## config.mk

```make
export PLATFORM = sky130hd
export DESIGN_NAME = sha1_wsched
export DESIGN_NICKNAME = d
export VERILOG_FILES = /design/src/rtl/wsched_pkg.sv /design/src/rtl/wsched_ring.sv /design/src/rtl/wsched_ctrl.sv /design/src/rtl/wsched_path.sv /design/src/rtl/sha1_wsched.sv
export SDC_FILE = /design/constraint.sdc
export NUM_CORES = 1
export LEC_CHECK = 0
export BUFFER_PORTS_ARGS = -buffer_cell sky130_fd_sc_hd__buf_4
export CELL_PAD_IN_SITES_DETAIL_PLACEMENT = 0
export CELL_PAD_IN_SITES_GLOBAL_PLACEMENT = 1
export CORE_MARGIN = 8
export CORE_UTILIZATION = 49
export CTS_CLUSTER_SIZE = 20
export DETAILED_ROUTE_END_ITERATION = 12
export GPL_TIMING_DRIVEN = 0
export PLACE_DENSITY_LB_ADDON = 0.1
export SETUP_SLACK_MARGIN = 0.02
export SLEW_MARGIN = 20
export SYNTH_ARGS = -nofsm -noshare
export SYNTH_HDL_FRONTEND = slang
export SYNTH_SLANG_ARGS = --single-unit
export TNS_END_PERCENT = 1
```

## constraint.sdc

```tcl
create_clock -name clk -period 3.4 [get_ports clk]
set_input_delay 0 -clock clk [delete_from_list [all_inputs] [get_ports clk]]
set_output_delay 0 -clock clk [all_outputs]
set_load 0.05 [all_outputs]
```

## src/rtl/wsched_pkg.sv

```systemverilog
package wsched_pkg;

  // Schedule taps, counted in rounds back from the word being produced.
  localparam int TAP_NEAR = 3;
  localparam int TAP_MID  = 8;
  localparam int TAP_FAR  = 14;
  localparam int TAP_OLD  = 16;

  // Live entries per ring; two rings cover the full sixteen-round window.
  localparam int SEG_LIVE = TAP_MID;
  localparam int OFF_NEAR = SEG_LIVE - TAP_NEAR;  // offset of W[t-3] from W[t-8]
  localparam int OFF_FAR  = TAP_OLD - TAP_FAR;    // offset of W[t-14] from W[t-16]

  typedef enum logic [1:0] {
    PH_IDLE,
    PH_LOAD,
    PH_EXPAND
  } phase_e;

  function automatic logic [31:0] rotl1_32(input logic [31:0] v);
    return {v[30:0], v[31]};
  endfunction

endpackage

```

## src/rtl/wsched_ring.sv

```systemverilog
module wsched_ring #(
  parameter int W     = 32,
  parameter int DEPTH = 8,
  parameter int AW    = $clog2(DEPTH)
) (
  input  logic          clk,
  input  logic          we,
  input  logic [AW-1:0] waddr,
  input  logic [W-1:0]  wdata,
  input  logic [AW-1:0] ra_old,
  output logic [W-1:0]  rd_old,
  input  logic [AW-1:0] ra_near,
  output logic [W-1:0]  rd_near
);

  logic [W-1:0] mem [DEPTH];

  // Synchronous write, asynchronous read: a same-slot read returns the
  // content held before this edge's write.
  always_ff @(posedge clk) begin
    if (we) mem[waddr] <= wdata;
  end

  assign rd_old  = mem[ra_old];
  assign rd_near = mem[ra_near];

  p_addr_range_r8: assert property (@(posedge clk)
    we |-> (int'(waddr) < DEPTH))
    else $error("ring write address out of range");

endmodule

```

## src/rtl/wsched_ctrl.sv

```systemverilog
module wsched_ctrl
  import wsched_pkg::*;
#(
  parameter int N_ROUNDS  = 80,
  parameter int BLK_WORDS = 16,
  parameter int DEPTH     = 8,
  parameter bit WAR_MODE  = 1'b1,
  parameter int AW        = $clog2(DEPTH),
  parameter int CW        = $clog2(N_ROUNDS + 1)
) (
  input  logic          clk,
  input  logic          rst,
  input  logic          blk_start,
  input  logic          in_valid,
  output logic          step,
  output logic          use_in,
  output logic [AW-1:0] wr_ptr,
  output logic [AW-1:0] rd_ptr,
  output logic [AW-1:0] near_a,
  output logic [AW-1:0] near_b
);

  phase_e        ph;
  logic [CW-1:0] cnt;
  logic [AW-1:0] wp;

  function automatic logic [AW-1:0] wrap_add(input logic [AW-1:0] p, input int unsigned k);
    logic [AW:0] s;
    s = {1'b0, p} + (AW+1)'(k);
    if (s >= (AW+1)'(DEPTH)) s = s - (AW+1)'(DEPTH);
    return s[AW-1:0];
  endfunction

  assign step   = !blk_start && ((ph == PH_LOAD && in_valid) || ph == PH_EXPAND);
  assign use_in = (ph == PH_LOAD);
  assign wr_ptr = wp;

  generate
    if (WAR_MODE) begin : g_shared_slot
      assign rd_ptr = wp;
    end else begin : g_split_slot
      assign rd_ptr = wrap_add(wp, 1);
    end
  endgenerate

  assign near_a = wrap_add(rd_ptr, OFF_NEAR);
  assign near_b = wrap_add(rd_ptr, OFF_FAR);

  always_ff @(posedge clk) begin
    if (rst) begin
      ph  <= PH_IDLE;
      cnt <= '0;
      wp  <= '0;
    end else if (blk_start) begin
      ph  <= PH_LOAD;
      cnt <= '0;
      wp  <= '0;
    end else if (step) begin
      cnt <= cnt + 1'b1;
      wp  <= wrap_add(wp, 1);
      if (ph == PH_LOAD && cnt == CW'(BLK_WORDS - 1)) ph <= PH_EXPAND;
      else if (ph == PH_EXPAND && cnt == CW'(N_ROUNDS - 1)) ph <= PH_IDLE;
    end
  end

  p_ptr_range_r8: assert property (@(posedge clk) disable iff (rst)
    (int'(wp) < DEPTH) && (int'(rd_ptr) < DEPTH))
    else $error("pointer outside ring depth");

  p_start_clear_r2: assert property (@(posedge clk) disable iff (rst)
    blk_start |=> (cnt == '0 && wp == '0 && ph == PH_LOAD))
    else $error("start did not reopen block");

  p_stall_hold_r4: assert property (@(posedge clk) disable iff (rst)
    (ph == PH_LOAD && !in_valid && !blk_start) |=> ($stable(cnt) && $stable(wp)))
    else $error("load advanced without input");

  p_cnt_bound_r7: assert property (@(posedge clk) disable iff (rst)
    cnt <= CW'(N_ROUNDS))
    else $error("round count beyond block length");

  p_block_end_r7: assert property (@(posedge clk) disable iff (rst)
    (ph == PH_EXPAND && cnt == CW'(N_ROUNDS - 1) && !blk_start) |=> (ph == PH_IDLE))
    else $error("block did not end after last round");

  p_expand_run_r6: assert property (@(posedge clk) disable iff (rst)
    (ph == PH_EXPAND && cnt != CW'(N_ROUNDS - 1) && !blk_start) |=> (ph == PH_EXPAND))
    else $error("expansion left early");

endmodule

```

## src/rtl/wsched_path.sv

```systemverilog
module wsched_path
  import wsched_pkg::*;
#(
  parameter int WORD_W   = 32,
  parameter int DEPTH    = 8,
  parameter bit WAR_MODE = 1'b1,
  parameter int AW       = $clog2(DEPTH)
) (
  input  logic              clk,
  input  logic              rst,
  input  logic              step,
  input  logic              use_in,
  input  logic [WORD_W-1:0] in_word,
  input  logic [AW-1:0]     wr_ptr,
  input  logic [AW-1:0]     rd_ptr,
  input  logic [AW-1:0]     near_a,
  input  logic [AW-1:0]     near_b,
  output logic              w_valid,
  output logic [WORD_W-1:0] w_word
);

  logic [WORD_W-1:0] a_old;   // W[t-8]
  logic [WORD_W-1:0] a_near;  // W[t-3]
  logic [WORD_W-1:0] b_old;   // W[t-16]
  logic [WORD_W-1:0] b_near;  // W[t-14]
  logic [WORD_W-1:0] mix;
  logic [WORD_W-1:0] gen_w;
  logic [WORD_W-1:0] new_w;

  wsched_ring #(.W(WORD_W), .DEPTH(DEPTH), .AW(AW)) u_ring_recent (
    .clk     (clk),
    .we      (step),
    .waddr   (wr_ptr),
    .wdata   (new_w),
    .ra_old  (rd_ptr),
    .rd_old  (a_old),
    .ra_near (near_a),
    .rd_near (a_near)
  );

  // Second ring is fed by the word leaving the first.
  wsched_ring #(.W(WORD_W), .DEPTH(DEPTH), .AW(AW)) u_ring_aged (
    .clk     (clk),
    .we      (step),
    .waddr   (wr_ptr),
    .wdata   (a_old),
    .ra_old  (rd_ptr),
    .rd_old  (b_old),
    .ra_near (near_b),
    .rd_near (b_near)
  );

  assign mix   = a_near ^ a_old ^ b_near ^ b_old;
  assign gen_w = {mix[WORD_W-2:0], mix[WORD_W-1]};
  assign new_w = use_in ? in_word : gen_w;

  always_ff @(posedge clk) begin
    if (rst) begin
      w_valid <= 1'b0;
      w_word  <= '0;
    end else begin
      w_valid <= step;
      if (step) w_word <= new_w;
    end
  end

  generate
    if (WAR_MODE) begin : g_chk_shared
      p_slot_shared_r8: assert property (@(posedge clk) disable iff (rst)
        step |-> (rd_ptr == wr_ptr))
        else $error("shared-slot build read a different slot");
    end else begin : g_chk_split
      p_slot_split_r8: assert property (@(posedge clk) disable iff (rst)
        step |-> (rd_ptr != wr_ptr))
        else $error("split-slot build read the written slot");
    end
  endgenerate

endmodule

```

## src/rtl/sha1_wsched.sv

```systemverilog
module sha1_wsched
  import wsched_pkg::*;
#(
  parameter int WORD_W    = 32,
  parameter int N_ROUNDS  = 80,
  parameter int BLK_WORDS = 16,
  parameter bit WAR_MODE  = 1'b1
) (
  input  logic              clk,
  input  logic              rst,
  input  logic              blk_start,
  input  logic              in_valid,
  input  logic [WORD_W-1:0] in_word,
  output logic              w_valid,
  output logic [WORD_W-1:0] w_word
);

  localparam int DEPTH = WAR_MODE ? SEG_LIVE : SEG_LIVE + 1;
  localparam int AW    = $clog2(DEPTH);

  logic          step;
  logic          use_in;
  logic [AW-1:0] wr_ptr;
  logic [AW-1:0] rd_ptr;
  logic [AW-1:0] near_a;
  logic [AW-1:0] near_b;

  wsched_ctrl #(
    .N_ROUNDS  (N_ROUNDS),
    .BLK_WORDS (BLK_WORDS),
    .DEPTH     (DEPTH),
    .WAR_MODE  (WAR_MODE),
    .AW        (AW)
  ) u_ctrl (
    .clk       (clk),
    .rst       (rst),
    .blk_start (blk_start),
    .in_valid  (in_valid),
    .step      (step),
    .use_in    (use_in),
    .wr_ptr    (wr_ptr),
    .rd_ptr    (rd_ptr),
    .near_a    (near_a),
    .near_b    (near_b)
  );

  wsched_path #(
    .WORD_W   (WORD_W),
    .DEPTH    (DEPTH),
    .WAR_MODE (WAR_MODE),
    .AW       (AW)
  ) u_path (
    .clk     (clk),
    .rst     (rst),
    .step    (step),
    .use_in  (use_in),
    .in_word (in_word),
    .wr_ptr  (wr_ptr),
    .rd_ptr  (rd_ptr),
    .near_a  (near_a),
    .near_b  (near_b),
    .w_valid (w_valid),
    .w_word  (w_word)
  );

  p_start_quiet_r2: assert property (@(posedge clk) disable iff (rst)
    blk_start |=> !w_valid)
    else $error("output valid right after start");

endmodule

```

==> impl_metrics.ini <==
[timing]
slew_headroom_pct = 27.7
fmax_mhz = 297
slew_viol_final = 0
rsz0062_at_grt = yes
hold_viol_final = 0
tightest_slew_ns = 1.08
finalSetupTns_ns = 0
min_period_over_period_pct = 98.9
fin_ws_ns = 0.0385
clock_skew_ns = 0.0225
setup_violations = 0
finalWorstPathRequiredPeriod_ns = 3.36

[clock_tree]
cts_setup_buffers = 0
cts_sinks = 560
clk_transition_reported_paths_ns = 0.06
cts_tree = yes
clk_latency_ns = 0.63
numCtsBuffers = 59
cts.path.max_buffers = 3
cts.htree.levels = 2
ctsRootBufferMaster = clkbuf_16

[power_and_ir_drop]
power.share.switching_pct = 21.4
p_int_w = 0.0119
p_per_area_mw_per_mm2 = 489
comb_power_share_pct = 5.5
power.share.sequential_pct = 50.3
p_leak_nw = 10.1
clock_power_share_pct = 44.2
ir_worst_vdd_mv = 0.399
power_switching_w = 0.00325

[routing]
drc_errors = 0
viasPerCell = 6.46
antenna_left = 0
wl_per_cell_um = 32.2
wirelength_mm = 78.7
firstDrtPassIters = 5
drt_first_iter_violations = 1605
vias = 15800

[critical_path]
end_kind = flip-flop
crit_required_ns = 3.83
reg2reg_depth = 9
cp_max_fo = 10
r2r_start = u_ctrl.rd_ptr[1]
crit_slowest_cell = xnor3_1
cp-start-kind = flip-flop
slowest_delay_ns = 0.55
reg2reg_to = u_path.u_ring_recent.mem[1][29]
rrSetupSlack_ns = 0.04
worstPathCellList = ha_1 > clkbuf_1 > clkbuf_1 > clkbuf_4 > mux2i_1 > nand3_1 > nand4_1 > xnor3_1 > o21ai_4
crit_buf_inv = 3
cp_num_cells = 9
critPathKind = reg -> reg
cp.arrival_ns = 3.79
critPathLaunch = u_ctrl.rd_ptr[1]
worst_path_most_repeated_cell = clkbuf_1
cp-endpoint = u_path.u_ring_recent.mem[1][29]
critical-path-top-delay-family = buffers and inverters

[yosys]
synth_area_leaders = edfxtp_1 (58%), mux4_2 (16%), mux2i_1 (6.4%)
synth_compound_area_share_pct = 2.24
synth_fa_ha_area_share_pct = 0.283
synth-simple-area-share_pct = 4.51
syn_area_per_cell_um2 = 17.5
ys_seq_elements = 560
synthMuxAreaShare_pct = 25.2
syn-instance-count = 1519
yosys.area.top_type = edfxtp_1
ys_async_sr_fraction_pct = 0
yosysTopAreaCellShare_pct = 57.9
ys_types = 35
synth_top_family_by_area = multiplexers
syn_area_mm2 = 0.0265
syn-num-nets = 1561
synth_top_flop_cell = edfxtp_1
synth_seq_area_share_pct = 61.6
yosysWarnings = 0
synth-xor-area-share_pct = 4.13
synth_edf_count = 512

[place]
port_buffers = 68
dpl.hpwl_mm = 48.9
post-place-ws_ns = -1.40
dpl_cell_area_mm2 = 0.0282
dpl.cell_count = 2294
gp_congestion = 0.813

[cells_and_area]
synthToLayoutAreaGrowth_pct = 16.7
register_area_mm2 = 0.0163
layout-drive-gt1-share_pct = 31.5
layout.nets = 1738
fill_cells = 3994
antennaDiodeCount = 0
fin_area_mm2 = 0.0310
post-route-util_pct = 57.7
multi_input_area_mm2 = 0.00993
stdcell_count = 2443

[hold_path]
hold_path.class = in -> reg
min_from = in_word[21]

[global_route]
track_usage_pct = 25.1
grt-ovfl-total = 0
grt_max_degree = 36
grt_pass1_vias = 16400
antenna_found_initial = 0
grt_pass1_wl_mm = 113

[die]
io_pins = 69
core_mm2 = 0.0537
row_count = 85
start_util_pct = 49.4
dieWidth_um = 249
chipHeight_um = 249
die_area_mm2 = 0.0619

[job]
maxCapViolCount = 0

[outcome]
status = completed
==> metal layers <==
layer | up-vias | global-route usage, % | share of wire, %
li1 | 6605 | - | -
met2 | 774 | 41.1 | 48
met1 | 8240 | 33.1 | 40
met4 | 0 | 8.50 | 3.1
met5 | - | 0 | 0
met3 | 154 | 5.43 | 8.4
==> cells in the final DEF, fill, tap and decap left out, types with 3 or more instances in the layout <==
cell           instances
edfxtp_1             512
mux4_2               190
mux2i_1              170
nand3_1              131
buf_4                 75
mux2_2                61
clkbuf_16             60
buf_2                 49
dfxtp_1               47
clkbuf_1              46
dlygate4sd3_1         37
xor2_1                34
nand2_1               34
nand4_1               33
a22oi_1               32
o21ai_1               32
xnor3_1               31
o21ai_4               17
o21ai_2               15
clkbuf_8              15
nor2_1                15
clkinv_2              10
clkbuf_2               8
and3_4                 8
clkbuf_4               7
clkinv_1               7
bufinv_16              7
ha_1                   6
buf_12                 6
xnor2_1                5
buf_16                 5
a21oi_1                4
inv_1                  3
nand2b_1               3
o21ai_0                3
buf_6                  3
buf_8                  3
==> state kept, by name (all words and copies together) (netlist names), named ones only <==
register / flops
u_ctrl.cnt: 7
u_path.u_ring_aged.mem: 256
u_ctrl.rd_ptr: 3
u_path.w_word: 32
u_ctrl.ph: 2
u_path.w_valid: 1
u_path.u_ring_recent.mem: 256
==> final cells by class <==
| class | instances | share of cell area, % |
|---|---|---|
| flip-flops and latches | 560 | 52.7 |
| multi-input cells | 840 | 32.1 |
| clock buffers | 84 | 5.49 |
| repair buffers | 116 | 3.68 |
| well taps | 696 | 2.81 |
| plain buffers | 114 | 2.09 |
| clock inverters | 28 | 1.06 |
| inverters | 5 | 0.0687 |
==> through the flow <==
| step | total power [W] | hold slack [ns] |
|---|---|---|
| 2_1_floorplan | 0.00823 | 0.0724 |
| 3_3_place_gp | 0.00849 | 0.203 |
| 3_5_place_dp | 0.00851 | 0.191 |
| 5_1_grt | 0.0155 | 0.144 |
| 6_report | 0.0152 | 0.145 |
| 4_1_cts | 0.0152 | 0.114 |
==> tightest hold or removal path, stage by stage <==
cell and delay [ns]:
dlygate4sd3_1 0.52, buf_4 0.11, a22oi_1 0.05, o21ai_1 0.06
==> how the worst min path moves through the flow <==
stage               slack (ns)  cells after the start                end
floorplan                 0.07                      1       u_ctrl.ph[0]
global placement          0.20                      2       u_ctrl.ph[0]
detailed placement        0.19                      2       u_ctrl.ph[0]
CTS                       0.11                      4   u_path.w_word[9]
global route              0.14                      4  u_path.w_word[12]
finish                    0.15                      4  u_path.w_word[21]
==> synthesized netlist by cell type (3+ instances only) <==
master / n
o21ai_0: 3
mux2i_1: 171
dfxtp_1: 48
nand2_1: 34
and3_1: 10
xor2_1: 34
buf_2: 57
o21ai_1: 64
a21oi_1: 4
mux4_2: 190
inv_1: 3
clkbuf_1: 45
buf_4: 8
xnor2_1: 5
a22oi_1: 32
nand3_1: 131
nand2b_1: 3
nor2_1: 15
mux2_2: 61
nand4_1: 33
ha_1: 6
edfxtp_1: 512
xnor3_1: 32
==> repair_timing <==
| item | in CTS | in global routing |
|---|---|---|
| hold buffers | 37 | 0 |
| cloned | 0 | 0 |
| hold endpoints to repair | 295 | 0 |
| pin swaps | 2 | 0 |
| gates resized for setup | 75 | 17 |
| setup endpoints to repair | 288 | 239 |
==> power by group through the flow <==
stage                     combinational (W)  sequential, W  clock [W]
after floorplan                    0.000385        0.00784          0
after global placement             0.000713        0.00778          0
after detailed placement           0.000730        0.00778          0
after CTS                          0.000814        0.00763    0.00678
after global routing               0.000874        0.00763    0.00702
final                              0.000827        0.00763    0.00670
==> kinds of logic (layout without fill, tap and decap cells) <==
| group | count (synthesis) | in the layout |
|---|---|---|
| AOI/OAI and AO/OA | 103 | 103 |
| adders and majority gates | 6 | 6 |
| DFF | 560 | 560 |
| and+or+nand+nor | 236 | 236 |
| muxes | 422 | 422 |
| xor gates and xnor gates | 73 | 73 |
| buffers and inverters | 119 | 347 |
No activity file was read; power rests on OpenSTA's default activity.
